--- config.mk ---
export PLATFORM = sky130hd
export DESIGN_NAME = jitter_elastic_fifo
export DESIGN_NICKNAME = d
export VERILOG_FILES = /design/src/rtl/jef_pkg.sv /design/src/rtl/jef_store.sv /design/src/rtl/jef_fill_monitor.sv /design/src/rtl/jef_divider.sv /design/src/rtl/jitter_elastic_fifo.sv
export SDC_FILE = /design/constraint.sdc
export NUM_CORES = 1
export LEC_CHECK = 0
export BUFFER_PORTS_ARGS = -buffer_cell sky130_fd_sc_hd__clkbuf_2
export CAP_MARGIN = 20
export CORE_MARGIN = 2
export CORE_UTILIZATION = 40
export CTS_CLUSTER_DIAMETER = 50
export DETAILED_ROUTE_END_ITERATION = 6
export GPL_ROUTABILITY_DRIVEN = 0
export GPL_TIMING_DRIVEN = 0
export PLACE_DENSITY_LB_ADDON = 0.1
export REMOVE_ABC_BUFFERS = 1
export SYNTH_ARGS = -nofsm -noshare
export SYNTH_HDL_FRONTEND = slang
export SYNTH_HIERARCHICAL = 1
export SYNTH_SLANG_ARGS = --single-unit
--- constraint.sdc ---
create_clock -name clk -period 3.85 [get_ports clk]
set_input_delay 0.1925 -clock clk [delete_from_list [all_inputs] [get_ports clk]]
set_output_delay 0.1925 -clock clk [all_outputs]
set_load 0.02 [all_outputs]
--- src/rtl/jef_pkg.sv ---
package jef_pkg;
   typedef enum logic [1:0] {
      DIV_NOM  = 2'd0,
      DIV_FAST = 2'd1,
      DIV_SLOW = 2'd2
   } div_mode_t;
endpackage

--- src/rtl/jef_store.sv ---
module jef_store #(
   parameter int SHALLOW_DEPTH = 32,
   parameter int DEEP_DEPTH    = 128,
   parameter int FILL_W        = $clog2(DEEP_DEPTH + 1),
   parameter int ADDR_W        = $clog2(DEEP_DEPTH)
) (
   input  logic              clk,
   input  logic              rst_n,
   input  logic              reinit,
   input  logic              deep_sel,
   input  logic              wr_en,
   input  logic              wr_data,
   input  logic              rd_en,
   output logic              rd_bit,
   output logic [FILL_W-1:0] fill
);
   localparam logic [FILL_W-1:0] SHAL_F = FILL_W'(SHALLOW_DEPTH);
   localparam logic [FILL_W-1:0] DEEP_F = FILL_W'(DEEP_DEPTH);

   logic              mem [DEEP_DEPTH];
   logic [ADDR_W-1:0] wr_ptr, rd_ptr, mask, half_ptr;
   logic [FILL_W-1:0] depth_now;
   logic              do_rd, do_wr;

   assign depth_now = deep_sel ? DEEP_F : SHAL_F;
   assign mask      = deep_sel ? ADDR_W'(DEEP_DEPTH - 1) : ADDR_W'(SHALLOW_DEPTH - 1);
   assign half_ptr  = ADDR_W'(depth_now >> 1);
   assign do_rd     = rd_en && (fill != '0);
   assign do_wr     = wr_en && ((fill != depth_now) || do_rd);

   for (genvar b = 0; b < DEEP_DEPTH; b++) begin : g_bit
      always_ff @(posedge clk or negedge rst_n) begin
         if (!rst_n)                               mem[b] <= 1'b0;
         else if (reinit)                          mem[b] <= 1'b0;
         else if (do_wr && wr_ptr == ADDR_W'(b))   mem[b] <= wr_data;
      end
   end

   always_ff @(posedge clk or negedge rst_n) begin
      if (!rst_n) begin
         wr_ptr <= ADDR_W'(SHALLOW_DEPTH / 2);
         rd_ptr <= '0;
         fill   <= FILL_W'(SHALLOW_DEPTH / 2);
         rd_bit <= 1'b0;
      end else if (reinit) begin
         wr_ptr <= half_ptr;
         rd_ptr <= '0;
         fill   <= FILL_W'(half_ptr);
      end else begin
         if (do_wr) wr_ptr <= (wr_ptr + 1'b1) & mask;
         if (do_rd) begin
            rd_ptr <= (rd_ptr + 1'b1) & mask;
            rd_bit <= mem[rd_ptr];
         end
         case ({do_wr, do_rd})
            2'b10:   fill <= fill + 1'b1;
            2'b01:   fill <= fill - 1'b1;
            default: fill <= fill;
         endcase
      end
   end
endmodule

--- src/rtl/jef_fill_monitor.sv ---
module jef_fill_monitor
   import jef_pkg::*;
#(
   parameter int SHALLOW_DEPTH = 32,
   parameter int DEEP_DEPTH    = 128,
   parameter int SHALLOW_LIMIT = 28,
   parameter int DEEP_LIMIT    = 120,
   parameter int FILL_W        = $clog2(DEEP_DEPTH + 1)
) (
   input  logic [FILL_W-1:0] fill,
   input  logic              deep_sel,
   output div_mode_t         mode
);
   localparam logic [FILL_W-1:0] S_HI = FILL_W'(SHALLOW_DEPTH / 2 + SHALLOW_LIMIT / 2);
   localparam logic [FILL_W-1:0] S_LO = FILL_W'(SHALLOW_DEPTH / 2 - SHALLOW_LIMIT / 2);
   localparam logic [FILL_W-1:0] D_HI = FILL_W'(DEEP_DEPTH / 2 + DEEP_LIMIT / 2);
   localparam logic [FILL_W-1:0] D_LO = FILL_W'(DEEP_DEPTH / 2 - DEEP_LIMIT / 2);

   logic [FILL_W-1:0] hi, lo;
   assign hi = deep_sel ? D_HI : S_HI;
   assign lo = deep_sel ? D_LO : S_LO;

   always_comb begin
      if (fill > hi)      mode = DIV_FAST;
      else if (fill < lo) mode = DIV_SLOW;
      else                mode = DIV_NOM;
   end
endmodule

--- src/rtl/jef_divider.sv ---
module jef_divider
   import jef_pkg::*;
#(
   parameter int NOM_DIV = 16,
   parameter int CNT_W   = $clog2(NOM_DIV + 2)
) (
   input  logic      clk,
   input  logic      rst_n,
   input  logic      hold,
   input  div_mode_t mode,
   output logic      tick
);
   logic [CNT_W-1:0] cnt, last_q, last_nx;

   always_comb begin
      case (mode)
         DIV_FAST: last_nx = CNT_W'(NOM_DIV - 2);
         DIV_SLOW: last_nx = CNT_W'(NOM_DIV);
         default:  last_nx = CNT_W'(NOM_DIV - 1);
      endcase
   end

   assign tick = !hold && (cnt == last_q);

   always_ff @(posedge clk or negedge rst_n) begin
      if (!rst_n) begin
         cnt    <= '0;
         last_q <= CNT_W'(NOM_DIV - 1);
      end else if (hold) begin
         cnt    <= '0;
         last_q <= CNT_W'(NOM_DIV - 1);
      end else if (tick) begin
         cnt    <= '0;
         last_q <= last_nx;
      end else begin
         cnt <= cnt + 1'b1;
      end
   end
endmodule

--- src/rtl/jitter_elastic_fifo.sv ---
module jitter_elastic_fifo
   import jef_pkg::*;
#(
   parameter int SHALLOW_DEPTH = 32,
   parameter int DEEP_DEPTH    = 128,
   parameter int SHALLOW_LIMIT = 28,
   parameter int DEEP_LIMIT    = 120,
   parameter int NOM_DIV       = 16,
   parameter int FILL_W        = $clog2(DEEP_DEPTH + 1)
) (
   input  logic              clk,
   input  logic              rst_n,
   input  logic              wr_en,
   input  logic              wr_data,
   input  logic              deep_sel,
   input  logic              bypass,
   input  logic              trip_clr,
   output logic              rd_data,
   output logic              rd_strobe,
   output logic [FILL_W-1:0] fill,
   output logic              trip
);
   if ((SHALLOW_DEPTH & (SHALLOW_DEPTH - 1)) != 0 || (DEEP_DEPTH & (DEEP_DEPTH - 1)) != 0)
      $error("depths must be powers of two");
   if (SHALLOW_DEPTH >= DEEP_DEPTH)
      $error("shallow depth must be below deep depth");
   if (SHALLOW_LIMIT >= SHALLOW_DEPTH || DEEP_LIMIT >= DEEP_DEPTH)
      $error("limit must be below depth");
   if (NOM_DIV < 4)
      $error("nominal divide too small");

   div_mode_t mode;
   logic      deep_q, reinit, tick, store_bit;
   logic      byp_q, byp_bit, byp_stb, stb_q;

   assign reinit = bypass || (deep_sel != deep_q);

   jef_store #(
      .SHALLOW_DEPTH(SHALLOW_DEPTH), .DEEP_DEPTH(DEEP_DEPTH), .FILL_W(FILL_W)
   ) u_store (
      .clk(clk), .rst_n(rst_n), .reinit(reinit), .deep_sel(deep_sel),
      .wr_en(wr_en), .wr_data(wr_data), .rd_en(tick),
      .rd_bit(store_bit), .fill(fill)
   );

   jef_fill_monitor #(
      .SHALLOW_DEPTH(SHALLOW_DEPTH), .DEEP_DEPTH(DEEP_DEPTH),
      .SHALLOW_LIMIT(SHALLOW_LIMIT), .DEEP_LIMIT(DEEP_LIMIT), .FILL_W(FILL_W)
   ) u_mon (
      .fill(fill), .deep_sel(deep_sel), .mode(mode)
   );

   jef_divider #(.NOM_DIV(NOM_DIV)) u_div (
      .clk(clk), .rst_n(rst_n), .hold(reinit), .mode(mode), .tick(tick)
   );

   always_ff @(posedge clk or negedge rst_n) begin
      if (!rst_n) begin
         deep_q  <= 1'b0;
         byp_q   <= 1'b0;
         byp_bit <= 1'b0;
         byp_stb <= 1'b0;
         stb_q   <= 1'b0;
         trip    <= 1'b0;
      end else begin
         deep_q  <= deep_sel;
         byp_q   <= bypass;
         byp_bit <= wr_data;
         byp_stb <= wr_en;
         stb_q   <= tick;
         if (tick && mode != DIV_NOM) trip <= 1'b1;
         else if (trip_clr)           trip <= 1'b0;
      end
   end

   assign rd_strobe = byp_q ? byp_stb : stb_q;
   assign rd_data   = byp_q ? byp_bit : store_bit;
endmodule

==> Word-level counts from Yosys, hierarchy flattened <==
Cells that the tools add are included.
{ "classes": {"add_sub_neg": 5, "multipliers": 0, "div": 0, "order_cmp": 3, "eq_ne": 134, "shifts": 0, "n_mux": 280, "bitwise_logic": 4, "n_reduce_logical": 272} }
{ "op_table": {"columns": ["cell", "count"], "rows": [
  ["7-bit equality test (second input constant)", 64],
  ["2-bit nonzero test", 133],
  ["1-bit 2-to-1 mux", 262],
  ["7-bit by 6-bit equality test with 1-bit output (second input constant)", 32],
  ["1-bit logical AND", 132],
  ["7-bit by 5-bit equality test with 1-bit output (second input constant)", 16],
  ["7-bit by 4-bit equality test with 1-bit output (second input constant)", 8],
  ["7-bit 2-to-1 mux", 6],
  ["7-bit by 3-bit equality test with 1-bit output (second input constant)", 4],
  ["5-bit 2-to-1 mux", 4],
  ["8-bit 2-to-1 mux", 2],
  ["8-bit case mux with 2 select lines", 1],
  ["7-bit by 1-bit adder with 7-bit output (second input constant)", 2],
  ["7-bit bitwise AND", 2],
  ["7-bit by 2-bit equality test with 1-bit output (second input constant)", 2],
  ["5-bit case mux with 2 select lines", 1],
  ["8-bit by 1-bit adder with 8-bit output (second input constant)", 1],
  ["8-bit greater-or-equal comparator (second input constant)", 1],
  ["8-bit greater-than comparator", 1],
  ["8-bit less-than comparator", 1],
  ["8-bit != test", 1],
  ["7-bit inverter with 8-bit output", 1],
  ["8-bit nonzero test", 1],
  ["8-bit by 1-bit subtractor with 8-bit output (second input constant)", 1],
  ["other kinds (15)", 19]
]} }
{ "word_totals": {"ff_bits": 167, "latchBits": 0, "mem_bits_rw": 0, "mem_bits_ro": 0, "input_bits": 7, "output_inout_bits": 11, "elab_cells": 838, "mem_count": 0} }

==> Logic depth before layout (Yosys ltp) <==
{ "depth": {"ltp_word": 10, "mapped_depth": 14, "depth_no_buf": 13} }

==> By module <==
Netlist, hierarchy kept.
{ "by_module_without_submodules": {"columns": ["module", "n_inst", "cells_per_inst", "area_each_um2", "seq_area_each_um2"], "rows": [
  ["jef_store", 1, 1017, 8500.7, 3781.1],
  ["jef_divider", 1, 41, 456.7, 202.7],
  ["jitter_elastic_fifo", 1, 13, 201.4, 150.1],
  ["jef_fill_monitor", 1, 17, 142.6, 0.0]
]} }

==> Worst setup path before layout <==
No wires, ideal clock.
{ "synth_timing": {"kind": "register to register", "start": "register u_div.last_q[3]", "end": "register u_store.fill[7]", "setup_ns": 0.101, "t_arrival_ns": 3.416, "t_required_ns": 3.749, "path_slack_ns": 0.334, "stages_incl_launch_ff": 15, "path_buffers": 1, "period_less_slack_ns": 3.516, "path_cell_list": "dfstp_2 and4_1 o211a_1 buf_6 nor2b_1 inv_1 a31o_2 nor2_1 ha_1 a21oi_1 o21ai_0 a2111oi_0 nor3_1 o21a_1 o32ai_1"} }
{ "synth_via": {"elab_chain_len": 8, "elab_cells_between_ends": 10, "cone_classes": "eq/ne (3); mux (2); reduce/logical (5)"} }
{ "synth_lines": {"columns": ["item", "line_no", "source"], "rows": [
  ["start: declaration", "jef_divider.sv:13", "logic [CNT_W-1:0] cnt, last_q, last_nx;"],
  ["start signal: assignment", "jef_divider.sv:28", "last_q <= CNT_W'(NOM_DIV - 1);"],
  ["start signal: assignment", "jef_divider.sv:31", "last_q <= CNT_W'(NOM_DIV - 1);"],
  ["start signal: assignment", "jef_divider.sv:34", "last_q <= last_nx;"],
  ["5-bit equality test *", "jef_divider.sv:23", "assign tick = !hold && (cnt == last_q);"],
  ["1-bit logical AND *", "jef_divider.sv:23", null],
  ["named net tick", "jitter_elastic_fifo.sv:33", "logic deep_q, reinit, tick, store_bit;"],
  ["1-bit logical AND *", "jef_store.sv:28", "assign do_rd = rd_en && (fill != '0);"],
  ["1-bit logical OR", "jef_store.sv:29", "assign do_wr = wr_en && ((fill != depth_now) || do_rd);"],
  ["1-bit logical AND", "jef_store.sv:29", null],
  ["2-bit by 1-bit equality test with 1-bit output or 2-bit equality test (tied branches)", "jef_store.sv:55", "case ({do_wr, do_rd})"],
  ["8-bit case mux with 2 select lines", "jef_store.sv:55", null],
  ["8-bit 2-to-1 mux", "jef_store.sv:45", "end else if (reinit) begin"],
  ["end signal: assignment", "jef_store.sv:48", "fill <= FILL_W'(half_ptr);"],
  ["end signal: assignment", "jef_store.sv:56", "2'b10: fill <= fill + 1'b1;"],
  ["end signal: assignment", "jef_store.sv:57", "2'b01: fill <= fill - 1'b1;"],
  ["end: declaration", "jef_store.sv:15", "output logic [FILL_W-1:0] fill"]
]} }
The timed path passes the listed nets; every way through them passes the cells marked *.
A chain may end at the register's enable or synchronous reset.

==> Worst setup path after layout <==
{ "layout_timing": {"start": "register u_div.cnt[1]", "end": "register u_store.fill[7]"} }
{ "layout_via": {"elab_chain_len": 8, "elab_cells_between_ends": 10, "cone_classes": "eq/ne (3); mux (2); reduce/logical (5)"} }
{ "layout_lines": {"columns": ["item", "line_no", "source"], "rows": [
  ["start: declaration", "jef_divider.sv:13", null],
  ["start signal: assignment", "jef_divider.sv:36", "cnt <= cnt + 1'b1;"],
  ["5-bit equality test *", "jef_divider.sv:23", null],
  ["1-bit logical AND *", "jef_divider.sv:23", null],
  ["named net tick", "jitter_elastic_fifo.sv:33", null],
  ["1-bit logical AND *", "jef_store.sv:28", null],
  ["1-bit logical OR", "jef_store.sv:29", null],
  ["1-bit logical AND", "jef_store.sv:29", null],
  ["2-bit by 1-bit equality test with 1-bit output or 2-bit equality test (tied branches)", "jef_store.sv:55", null],
  ["8-bit case mux with 2 select lines", "jef_store.sv:55", null],
  ["8-bit 2-to-1 mux", "jef_store.sv:45", null]
]} }
Marked as above.

==> flow_summary_export.csv <==
group,metric,value,unit
outcome,status,"complete, no violations",
logic_synthesis,avgSynthCellArea,8.549,um^2
detailed_routing,drt_iter0_markers,716,
clocking,clock_path_buffers,2,
detailed_routing,drc,0,
global_route,antenna_found_initial,0,
logic_synthesis,synthesis.area,0.009301,mm^2
floorplanning,dieArea,0.02449,mm^2
detailed_routing,wirelength,25540,um
global_route,use_met2,32.62,%
setup_path,arrival,3890,ps
power_and_ir_drop,intPower,2.789,mW
detailed_routing,wl_per_cell,18.95,um
timing,worst_pin_slew,1106,ps
timing,min_period,3551,ps
logic_synthesis,synth-edff-count,0,
clocking,cts_buffers,17,
floorplanning,initial_utilization,40.96,%
placed_design,dpl.cell_count,1299,
power_and_ir_drop,p_sw,1.011,mW
setup_path,slowest_stage,"dfrtp_1",
logic_synthesis,ys_types,62,
final_layout,fin_nets,1075,
timing,slew_headroom,26.09,%
clocking,cts-root-buf,"clkbuf_16",
placed_design,dp_slack,-618.4,ps
floorplanning,die_y,156.5,um
clocking,path_clk_slew,70,ps
setup_path,reg2reg_depth,13,
placed_design,portBuffers,17,
final_layout,final_util,45.46,%
timing,fin_crit_sh,92.24,%
logic_synthesis,synth_top_area_share,43.31,%
detailed_routing,detail-route-antenna-nets,0,
logic_synthesis,yosysWarnings,6,
floorplanning,fp-row-count,55,
final_layout,antenna_cells,0,
setup_path,critPathKind,"register to register",
clocking,clk_latency,430,ps
global_route,grt_pass1_vias,7127,
logic_synthesis,ys_seq_area_share,44.44,%
global_route,grt_use_total,21.46,%
placed_design,hpwl,14450,um
global_route,overflow,0,
final_layout,drive_above_1_share,11.19,%
logic_synthesis,yosys.area.top_type,"dfrtp_1",
timing,clock_skew,10.63,ps
setup_path,timing.critical_path.buf_inv,2,
power_and_ir_drop,p_seq_share,46.8,%
power_and_ir_drop,pwr-share-clk,45.4,%
timing,tns,0,ps
global_route,grt_pass1_wl,40950,um
timing,hold_violations,0,
power_and_ir_drop,switching_share,26.60,%
logic_synthesis,yosysMostFrequentCell,"dfrtp_1",
timing,fmax,281.6,MHz
power_and_ir_drop,ir_drop,0.2245,mV
setup_path,crit_cells,13,
timing,setup_viol,0,
setup_path,crit_chain,"nor4_1, o211a_2, nor2b_2, inv_1, a31o_2, nor2_4, buf_12, ha_1, o21a_1, a2111oi_2, o21a_1, a211oi_1, o32ai_1",
final_layout,fin_cells,1348,
timing,final-max-slew-violation-count,0,
hold_path,hold_path.class,"input pin to register",
clocking,cts_htree_levels,4,
setup_path,cp_slowest_stage_delay,430,ps
detailed_routing,routed_via_density,5.648,
detailed_routing,detail_route.first_pass.iterations,7,
clocking,tritoncts,"yes",
logic_synthesis,async_reset_ff_share,100.0,%
setup_path,worst_path_dominant_cell_family,"compound AO/OA/AOI/OAI gates",
floorplanning,dieWidth,156.5,um
setup_path,critPathLaunchType,"register",
job,maxCapViolations,0,
global_route,grt_use_met1,32.02,%
setup_path,cp-end-kind,"register",
setup_path,path_max_fanout,13,
hold_path,whs_path_depth,1,
logic_synthesis,ys_ff_latch,165,
timing,holdWs,66.57,ps
power_and_ir_drop,p_per_area,368.1,mW/mm^2
timing,timing.final.ws_setup,298.6,ps
floorplanning,core_area,0.02271,mm^2
global_route,gr-usage-met3,4.099,%
global_route,grt_max_degree,130,
global_route,grt_busiest_layer,"met2",
detailed_routing,vias,7613,
setup_path,crit_required,4190,ps
logic_synthesis,synthesis.instances,1088,
clocking,cts_num_sinks,165,
final_layout,syn2layout_area_growth,10.99,%
logic_synthesis,synthTopCellsByArea,"dfrtp_1 43%, o21ai_0 7.6%, a21oi_1 7.5%",
power_and_ir_drop,p_leak,3.868,nW
power_and_ir_drop,p_comb_share,7.9,%
setup_path,crit_path_frequent_cell,"o21a_1",
floorplanning,pin_count,18,
logic_synthesis,synth_common_cells,"161 x dfrtp_1, 159 x nor2_1, 145 x nand2_1, 142 x o21ai_0, 139 x a21oi_1",
logic_synthesis,synthFlopType,"dfrtp_1",
[power groups by stage]
stage	combinational [mW]	sequential, mW	clock [mW]
global route	0.332	1.78	1.85
global placement	0.268	1.81	0
detailed placement	0.288	1.81	0
CTS	0.294	1.78	1.77
floorplan	0.131	1.81	0
finish	0.299	1.78	1.72
[layer usage]
layer  part of all wire [%]  vias to the layer above
met3                    4.1                       21
li1                       -                     3708
met5                      0                        -
met2                     45                      159
met4                    1.0                        0
met1                     49                     3725
[final timing paths]
path                                    from           endpoint  slack, ps
min in group asynchronous              rst_n    u_store/mem[15]        300
worst min-delay path                deep_sel             deep_q         70
worst max register to register  u_div/cnt[1]    u_store/fill[7]        300
max in group asynchronous              rst_n  u_store/rd_ptr[0]       2600
worst min register to register  u_div/cnt[0]       u_div/cnt[0]        510
worst max-delay path            u_div/cnt[1]    u_store/fill[7]        300
[state kept, by name, indices dropped and copies added (netlist names), 3 cells and up]
register        flops
u_store/mem       128
u_store/fill        8
u_store/rd_ptr      7
u_store/wr_ptr      7
u_div/cnt           5
u_div/last_q        3
[what timing repair did]
item / 4_1_cts / 5_1_grt
hold buffers: 3 / 0
resized for setup: 5 / 2
pin swaps: 0 / 2
gates cloned: 1 / 1
buffers inserted: 0 / 11
hold endpoints to repair: 61 / 0
setup endpoints to repair: 3 / 2
[placed cells by master (no fill, tap or decap), types with 9 or more instances in the layout]
cell type / n
clkbuf_2: 15
mux4_2: 20
nand3_1: 10
a21oi_1: 139
dfrtp_1: 160
a22oi_1: 16
clkbuf_16: 17
nor2_1: 158
o21ai_0: 142
inv_1: 12
nor3_1: 9
buf_4: 10
nand4_1: 20
ha_1: 17
nor2b_1: 11
nand2_1: 145
mux2i_1: 27
[final cells by class]
| class | count | area (um^2) |
|---|---|---|
| inverters | 12 | 45.04 |
| repair buffers | 40 | 430.4 |
| fillers | 2196 | 12390 |
| multi-input cells | 814 | 4773 |
| flip-flops and latches | 165 | 4138 |
| well taps | 285 | 356.6 |
| clock inverters | 14 | 151.4 |
| clock buffers | 18 | 429.2 |
[cell families (layout without fill, tap and decap cells)]
kind of cell             after synthesis  in the layout  synth area share [%]
AO/OA/AOI/OAI                        336            336                 19.86
multiplexers                          53             53                 8.515
flip-flops                           165            165                 44.44
buffers and inverters                111             84                 4.762
XOR/XNOR                              17             17                 1.601
adder cells (fa/ha/maj)               18             18                 2.502
AND/OR/NAND/NOR                      388            390                 18.32
[stage by stage]
stage	power, mW	area (um^2)
after floorplan	1.940	8904
after global placement	2.078	9345
after detailed placement	2.097	9549
after CTS	3.838	10180
after global routing	3.965	10320
final	3.800	10320
Note: power is estimated with default switching activity, not from simulation.
